[config.mk]
export PLATFORM = sky130hd
export DESIGN_NAME = usr_shift_bus
export DESIGN_NICKNAME = d
export VERILOG_FILES = /design/src/rtl/usr_pkg.sv /design/src/rtl/usr_ctrl.sv /design/src/rtl/usr_datapath.sv /design/src/rtl/usr_shift_bus.sv
export SDC_FILE = /design/constraint.sdc
export NUM_CORES = 1
export LEC_CHECK = 0
export ABC_AREA = 1
export BUFFER_PORTS_ARGS = -buffer_cell sky130_fd_sc_hd__buf_2
export CORE_UTILIZATION = 40
export DETAILED_ROUTE_END_ITERATION = 8
export GPL_TIMING_DRIVEN = 0
export PLACE_DENSITY_LB_ADDON = 0.3
export RECOVER_POWER = 100
export SLEW_MARGIN = 10
export SYNTH_ARGS = -nofsm -noshare
export SYNTH_HDL_FRONTEND = slang
export SYNTH_HIERARCHICAL = 1
export SYNTH_SLANG_ARGS = --single-unit
[constraint.sdc]
create_clock -name clk -period 0.93 [get_ports clk]
set_input_delay 0.093 -clock clk [delete_from_list [all_inputs] [get_ports clk]]
set_output_delay 0.093 -clock clk [all_outputs]
set_load 0.1 [all_outputs]
[src/rtl/usr_pkg.sv]
package usr_pkg;

  typedef enum logic [1:0] {
    MODE_HOLD = 2'b00,
    MODE_UP   = 2'b01,
    MODE_DOWN = 2'b10,
    MODE_LOAD = 2'b11
  } mode_e;

  // Strobes from the control to the datapath
  typedef struct packed {
    logic shiftUp;
    logic shiftDown;
    logic load;
    logic drive;
  } ctrl_s;

endpackage

[src/rtl/usr_ctrl.sv]
module usr_ctrl
  import usr_pkg::*;
#(
  parameter int OE_INPUTS = 2
) (
  input  logic [1:0]           sel,
  input  logic [OE_INPUTS-1:0] oeN,
  output ctrl_s                ctrl
);

  mode_e mode;
  logic  allEnabled;

  always_comb begin
    mode = mode_e'(sel);
  end

  // All enable inputs must be low for the port to drive
  always_comb begin
    allEnabled = ~|oeN;
  end

  always_comb begin
    ctrl = '0;
    unique case (mode)
      MODE_UP:   ctrl.shiftUp   = 1'b1;
      MODE_DOWN: ctrl.shiftDown = 1'b1;
      MODE_LOAD: ctrl.load      = 1'b1;
      default:   ;
    endcase
    // Load mode releases the port so it can receive data
    ctrl.drive = allEnabled && (mode != MODE_LOAD);
  end

endmodule

[src/rtl/usr_datapath.sv]
module usr_datapath
  import usr_pkg::*;
#(
  parameter int WIDTH = 8
) (
  input  logic             clk,
  input  logic             rstN,
  input  ctrl_s            ctrl,
  input  logic             serRight,
  input  logic             serLeft,
  input  logic [WIDTH-1:0] parIn,
  output logic [WIDTH-1:0] q
);

  localparam int MSB = WIDTH - 1;

  logic [WIDTH-1:0] fromBelow;
  logic [WIDTH-1:0] fromAbove;
  logic [WIDTH-1:0] nextQ;

  // Neighbour source of each bit; the end bits take the serial inputs
  for (genvar i = 0; i < WIDTH; i++) begin : g_bit
    if (i == 0) begin : g_low
      assign fromBelow[i] = serRight;
    end else begin : g_lowMid
      assign fromBelow[i] = q[i-1];
    end
    if (i == MSB) begin : g_high
      assign fromAbove[i] = serLeft;
    end else begin : g_highMid
      assign fromAbove[i] = q[i+1];
    end

    always_comb begin
      if (ctrl.load)           nextQ[i] = parIn[i];
      else if (ctrl.shiftUp)   nextQ[i] = fromBelow[i];
      else if (ctrl.shiftDown) nextQ[i] = fromAbove[i];
      else                     nextQ[i] = q[i];
    end
  end

  always_ff @(posedge clk or negedge rstN) begin
    if (!rstN) q <= '0;
    else       q <= nextQ;
  end

  always_comb begin
    AST_ONE_STROBE: assert ($onehot0({ctrl.shiftUp, ctrl.shiftDown, ctrl.load}));
  end

  AST_RESET_CLEAR: assert property (@(posedge clk) !rstN |-> (q == '0));

  AST_HOLD_KEEP: assert property (@(posedge clk) disable iff (!rstN)
    !(ctrl.shiftUp || ctrl.shiftDown || ctrl.load) |=> $stable(q));

  AST_SHIFT_UP: assert property (@(posedge clk) disable iff (!rstN)
    ctrl.shiftUp |=> (q == {$past(q[MSB-1:0]), $past(serRight)}));

  AST_SHIFT_DOWN: assert property (@(posedge clk) disable iff (!rstN)
    ctrl.shiftDown |=> (q == {$past(serLeft), $past(q[MSB:1])}));

  AST_LOAD_CAPT: assert property (@(posedge clk) disable iff (!rstN)
    ctrl.load |=> (q == $past(parIn)));

endmodule

[src/rtl/usr_shift_bus.sv]
module usr_shift_bus
  import usr_pkg::*;
#(
  parameter int WIDTH     = 8,
  parameter int OE_INPUTS = 2
) (
  input  logic                 clk,
  input  logic                 rstN,
  input  logic [1:0]           sel,
  input  logic [OE_INPUTS-1:0] oeN,
  input  logic                 serRight,
  input  logic                 serLeft,
  input  logic [WIDTH-1:0]     ioIn,
  output logic [WIDTH-1:0]     ioOut,
  output logic                 ioOe,
  output logic                 tapLow,
  output logic                 tapHigh
);

  localparam int MSB = WIDTH - 1;

  ctrl_s            ctrl;
  logic [WIDTH-1:0] regQ;

  usr_ctrl #(.OE_INPUTS(OE_INPUTS)) u_ctrl (
    .sel  (sel),
    .oeN  (oeN),
    .ctrl (ctrl)
  );

  usr_datapath #(.WIDTH(WIDTH)) u_dp (
    .clk      (clk),
    .rstN     (rstN),
    .ctrl     (ctrl),
    .serRight (serRight),
    .serLeft  (serLeft),
    .parIn    (ioIn),
    .q        (regQ)
  );

  assign ioOut   = regQ;
  assign ioOe    = ctrl.drive;
  assign tapLow  = regQ[0];
  assign tapHigh = regQ[MSB];

  AST_LOAD_HIZ: assert property (@(posedge clk) (sel == 2'b11) |-> !ioOe);

  AST_TAP_LIVE: assert property (@(posedge clk)
    (tapLow == ioOut[0]) && (tapHigh == ioOut[MSB]));

  AST_RESET_DRIVE: assert property (@(posedge clk)
    (!rstN && ioOe) |-> (ioOut == '0));

endmodule

# After elaboration in Yosys (flattened, before gate mapping)
# Index checks and enable logic that the tools add are counted.
[totals] input_bits=16 out_inout_bits=11 wordCells=36 register_bits=8
[op_classes] muxes=27 reduce_logical=4 eq_ne=4
[ops] cell="1-bit two-way mux" count=27
[ops] cell="2-bit equality test, second input constant" count=2
[ops] cell="3-bit nonzero test" count=1
[ops] cell="2-bit by 1-bit equality test with 1-bit output, second input constant" count=1
[ops] cell="2-bit != test, second input constant" count=1
[ops] cell="2-bit OR reduction" count=1
[ops] cell="1-bit logical AND" count=1
[ops] cell="1-bit logical NOT" count=1

# Depth between registers and ports, before layout
[logic_depth] ltp_word=5 depth_mapped=8 mapped_depth_nobuf=7

# By module
# The synthesis kept the hierarchy.
[modules_own_cells] module="usr_datapath" area_each_um2=509.2 seq_area_each_um2=200.2 instances=1 cells_per_inst=71
[modules_own_cells] module="usr_ctrl" area_each_um2=33.8 seq_area_each_um2=0.0 instances=1 cells_per_inst=9
[modules_own_cells] module="usr_shift_bus" area_each_um2=15.0 seq_area_each_um2=0.0 instances=1 cells_per_inst=2

# Worst setup path after synthesis
# OpenSTA, ideal clock, no wires.
[synth_path] kind="flip-flop to output port" from="register u_dp.q[7]" to="output tapHigh" arrival_time_ps=1356 path_slack_ps=-519 required_ps=837 path_buffers=1 path_stages_with_launch=2 cell_sequence="dfrtp_1 -> buf_4"
[synth_lines] item="from (decl)" line_no="usr_datapath.sv:12" source="output logic [WIDTH-1:0] q"
[synth_lines] item="from (signal assigned)" line_no="usr_datapath.sv:44" source="else q <= nextQ;"
[synth_lines] item="to (decl)" line_no="usr_shift_bus.sv:17" source="output logic tapHigh"
# No word-level cell between the ends.

# Final worst setup path
[layout_path] from="register u_dp.q[7]" to="register u_dp.q[6]"
[layout_between] elab_chain_cells=3
[layout_rtl] item="1-bit two-way mux" line_no="usr_datapath.sv:37" source="else if (ctrl.shiftDown) nextQ[i] = fromAbove[i];"
[layout_rtl] item="1-bit two-way mux" line_no="usr_datapath.sv:36" source="else if (ctrl.shiftUp) nextQ[i] = fromBelow[i];"
[layout_rtl] item="1-bit two-way mux" line_no="usr_datapath.sv:35" source="if (ctrl.load) nextQ[i] = parIn[i];"
# No other way between the ends. The select of a mux whose other input is x is not followed.
# A chain may end at the register's enable or synchronous reset.

==> flow_results.xml <==
<?xml version="1.0" encoding="UTF-8"?>
<metrics>
  <group name="final_layout">
    <metric name="final_area" unit="sq um">1120</metric>
    <metric name="antenna_cells" unit="">0</metric>
    <metric name="final_core_util" unit="%">86.3</metric>
    <metric name="most-common-layout-cells" unit="">sky130_fd_sc_hd__nand2_1, sky130_fd_sc_hd__nand3_2, sky130_fd_sc_hd__buf_2</metric>
    <metric name="top_regs" unit="">u_dp/q x8</metric>
    <metric name="number_of_flip_flops_in_the_largest_register" unit="">8</metric>
    <metric name="regMostFlops" unit="">u_dp/q</metric>
    <metric name="drive_gt1_share" unit="%">71.5</metric>
    <metric name="final_cells" unit="">138</metric>
    <metric name="layout_commonest_cell" unit="">sky130_fd_sc_hd__nand2_1</metric>
    <metric name="area_growth_syn_to_layout" unit="%">101</metric>
    <metric name="finalNetCount" unit="">141</metric>
  </group>
  <group name="worst_setup_path">
    <metric name="timing.critical_path.from_type" unit="">register</metric>
    <metric name="critical_path.cell_chain" unit="">buf_4, buf_6, nand2_2, nand3_2, nand3_2, nand2_2</metric>
    <metric name="cpMaxStageDelayCell" unit="">sky130_fd_sc_hd__dfrtp_4</metric>
    <metric name="critPathRequiredTime" unit="ns">1.07</metric>
    <metric name="worstSetupEndpointType" unit="">register</metric>
    <metric name="biggest_cell_delay_along_the_critical_path" unit="ns">0.49</metric>
    <metric name="timing_worst_setup_path_type" unit="">register to register</metric>
    <metric name="cp_top_family" unit="">flip-flops</metric>
    <metric name="cp.arrival" unit="ns">1.27</metric>
    <metric name="timing.critical_path.fanout_max" unit="">3</metric>
    <metric name="cp_num_buf_inv" unit="">2</metric>
  </group>
  <group name="logic_synthesis">
    <metric name="synth_simple_gate_area_share" unit="%">52.2</metric>
    <metric name="yosys_warnings" unit="">6</metric>
    <metric name="proportion_of_synthesized_area_in_mux_cells" unit="%">0</metric>
    <metric name="synth_compound_area_share" unit="%">0</metric>
    <metric name="synth_seq_cells" unit="">8</metric>
    <metric name="post_synth_fa_ha_maj_area_fraction" unit="%">0</metric>
    <metric name="synth_fp_nets" unit="">98</metric>
    <metric name="synth_cell_type_count" unit="">13</metric>
    <metric name="combinational_family_with_the_most_area_after_synthesis" unit="">simple AND/OR/NAND/NOR gates</metric>
    <metric name="synth.yosys.seq_area_share" unit="%">35.9</metric>
    <metric name="netlist_instances" unit="">82</metric>
    <metric name="synth.avg_cell_area" unit="sq um">6.81</metric>
    <metric name="synth_xor_area_share" unit="%">0</metric>
    <metric name="post_synth_instance_area" unit="sq um">558</metric>
  </group>
  <group name="floorplan">
    <metric name="floorplan.initialDensity" unit="%">42.9</metric>
    <metric name="boundaryPins" unit="">27</metric>
    <metric name="design.die.area" unit="sq um">1550</metric>
    <metric name="core" unit="sq um">1300</metric>
    <metric name="die_width" unit="um">39.4</metric>
    <metric name="placementRows" unit="">13</metric>
    <metric name="die_h" unit="um">39.4</metric>
  </group>
  <group name="sta">
    <metric name="timing.final.hold_violations" unit="">0</metric>
    <metric name="timing.final.crit_share" unit="%">121</metric>
    <metric name="finalSetupViolCount" unit="">18</metric>
    <metric name="setup_skew" unit="ns">0.00571</metric>
    <metric name="period_minus_slack" unit="ns">1.13</metric>
    <metric name="max_freq" unit="GHz">0.889</metric>
    <metric name="worstMarginPinSlew" unit="ns">0.475</metric>
    <metric name="final.setup.worst_slack" unit="ns">-0.195</metric>
    <metric name="relSlewSlack" unit="%">68.4</metric>
    <metric name="timing.final.max_slew_violations" unit="">0</metric>
    <metric name="whs" unit="ns">0.134</metric>
    <metric name="tns" unit="ns">-1.89</metric>
    <metric name="unrepaired_setup_endpoints_after_global_routing" unit="">yes</metric>
  </group>
  <group name="place">
    <metric name="dpl_cell_area" unit="sq um">744</metric>
    <metric name="detailedPlace.worstSlack" unit="ns">-0.0657</metric>
    <metric name="post-place-cells" unit="">123</metric>
    <metric name="dp.final_hpwl" unit="um">972</metric>
    <metric name="placement.io_buffers" unit="">26</metric>
    <metric name="place_congestion" unit="">0.796</metric>
  </group>
  <group name="clock_network">
    <metric name="maximum_buffer_depth_of_the_clock_tree" unit="">2</metric>
    <metric name="cts.htree.levels" unit="">1</metric>
    <metric name="clock_tree_from_tritoncts" unit="">done</metric>
    <metric name="cts-root-buf" unit="">sky130_fd_sc_hd__clkbuf_4</metric>
    <metric name="clock_latency" unit="ns">0.26</metric>
    <metric name="cts_num_sinks" unit="">8</metric>
    <metric name="cts.clk_slew.worst_paths" unit="ns">0.06</metric>
    <metric name="numCtsBuffers" unit="">3</metric>
  </group>
  <group name="global_route">
    <metric name="largest_net_degree_at_the_start_of_global_routing" unit="">11</metric>
    <metric name="global_route_wire_length_before_repair" unit="mm">2.35</metric>
    <metric name="grt_antenna_before_repair" unit="">0</metric>
    <metric name="overflow_left_after_global_routing" unit="">0</metric>
    <metric name="first_global_vias" unit="">564</metric>
    <metric name="grt_usage" unit="%">23.6</metric>
  </group>
  <group name="routing">
    <metric name="post-route-drc-count" unit="">0</metric>
    <metric name="firstDrtPassIters" unit="">4</metric>
    <metric name="vias_per_cell" unit="">5.11</metric>
    <metric name="dr_total_vias" unit="">705</metric>
    <metric name="final_routed_wirelength" unit="mm">1.94</metric>
    <metric name="ant_nets" unit="">0</metric>
    <metric name="avgRoutedWirePerCell" unit="um">14.0</metric>
    <metric name="drtIter0Drc" unit="">22</metric>
  </group>
  <group name="outcome">
    <metric name="status" unit="">finished, violations left</metric>
    <metric name="violations_in_the_final_reports" unit="">setup timing</metric>
  </group>
  <group name="flow_run">
    <metric name="cap_violations" unit="">0</metric>
  </group>
  <group name="power">
    <metric name="pwr_dens" unit="nW/um^2">2210</metric>
    <metric name="total_power" unit="mW">2.48</metric>
    <metric name="static-leakage-power" unit="nW">0.586</metric>
    <metric name="worst_ir_drop_vdd" unit="uV">1450</metric>
  </group>
  <group name="min_path">
    <metric name="timing.hold.worst.class" unit="">input pin to register</metric>
  </group>
</metrics>
## power breakdown
group	leakage (nW)	total (mW)	internal, mW	switching (mW)
logic	0.484	1.65	0.634	1.01
clock network	0.0138	0.271	0.148	0.123
registers	0.0888	0.560	0.466	0.0944
## final cells by class
type / instances / area [sq um]
inverters: 7 / 28.8
well taps: 15 / 18.8
plain buffers: 4 / 45.0
repair buffers: 38 / 377
flip-flops and latches: 8 / 230
multi-input cells: 63 / 402
clock buffers: 3 / 22.5
fillers: 80 / 178
## what timing repair did
| action | in CTS | in global routing |
|---|---|---|
| pin swaps | 1 | 17 |
| hold buffers | 1 | 0 |
| gates resized for setup | 39 | 30 |
| setup endpoints to repair | 10 | 18 |
| hold endpoints to repair | 8 | 0 |
| buffers inserted | 7 | 4 |
## cells by family (layout without fill, tap and decap cells)
group / count (synthesis) / after routing
buf+inv: 11 / 52
simple gates: 63 / 63
flops: 8 / 8
## worst paths after layout
| kind | startpoint | endpoint | slack, ns | depth (start not counted) |
|---|---|---|---|---|
| max | u_dp/q[7] | u_dp/q[6] | -0.20 | 6 |
| min | ioIn[4] | u_dp/q[4] | 0.13 | 4 |
| max reg2reg | u_dp/q[7] | u_dp/q[6] | -0.20 | 6 |
| min reg2reg | u_dp/q[5] | u_dp/q[5] | 0.60 | 2 |
| max in group asynchronous | rstN | u_dp/q[0] | 0.26 | 2 |
| min in group asynchronous | rstN | u_dp/q[7] | 0.30 | 2 |
## tightest hold or removal path: stages
cell                      delay [ns]
sky130_fd_sc_hd__buf_2          0.07
sky130_fd_sc_hd__or2_2          0.10
sky130_fd_sc_hd__nand3_2        0.05
sky130_fd_sc_hd__nand2_1        0.05
## synth_stat cells (all sizes together)
master,count,area [sq um]
dfrtp,8,200
inv,7,28.8
or2,8,50.1
nor2,4,22.5
buf,4,37.5
nand2,35,139
nand3,16,80.1
## metal layers
layer  wire, um  global-route usage, %  vias up  part of all wire [%]
met5          0                      0        -                     0
met4          0                   10.3        0                     0
met3        104                   9.09        0                   5.4
met2       1080                   38.3       27                    56
met1        755                   27.1      342                    39
li1           -                      -      336                     -
Note: power is estimated with default switching activity, not from simulation.
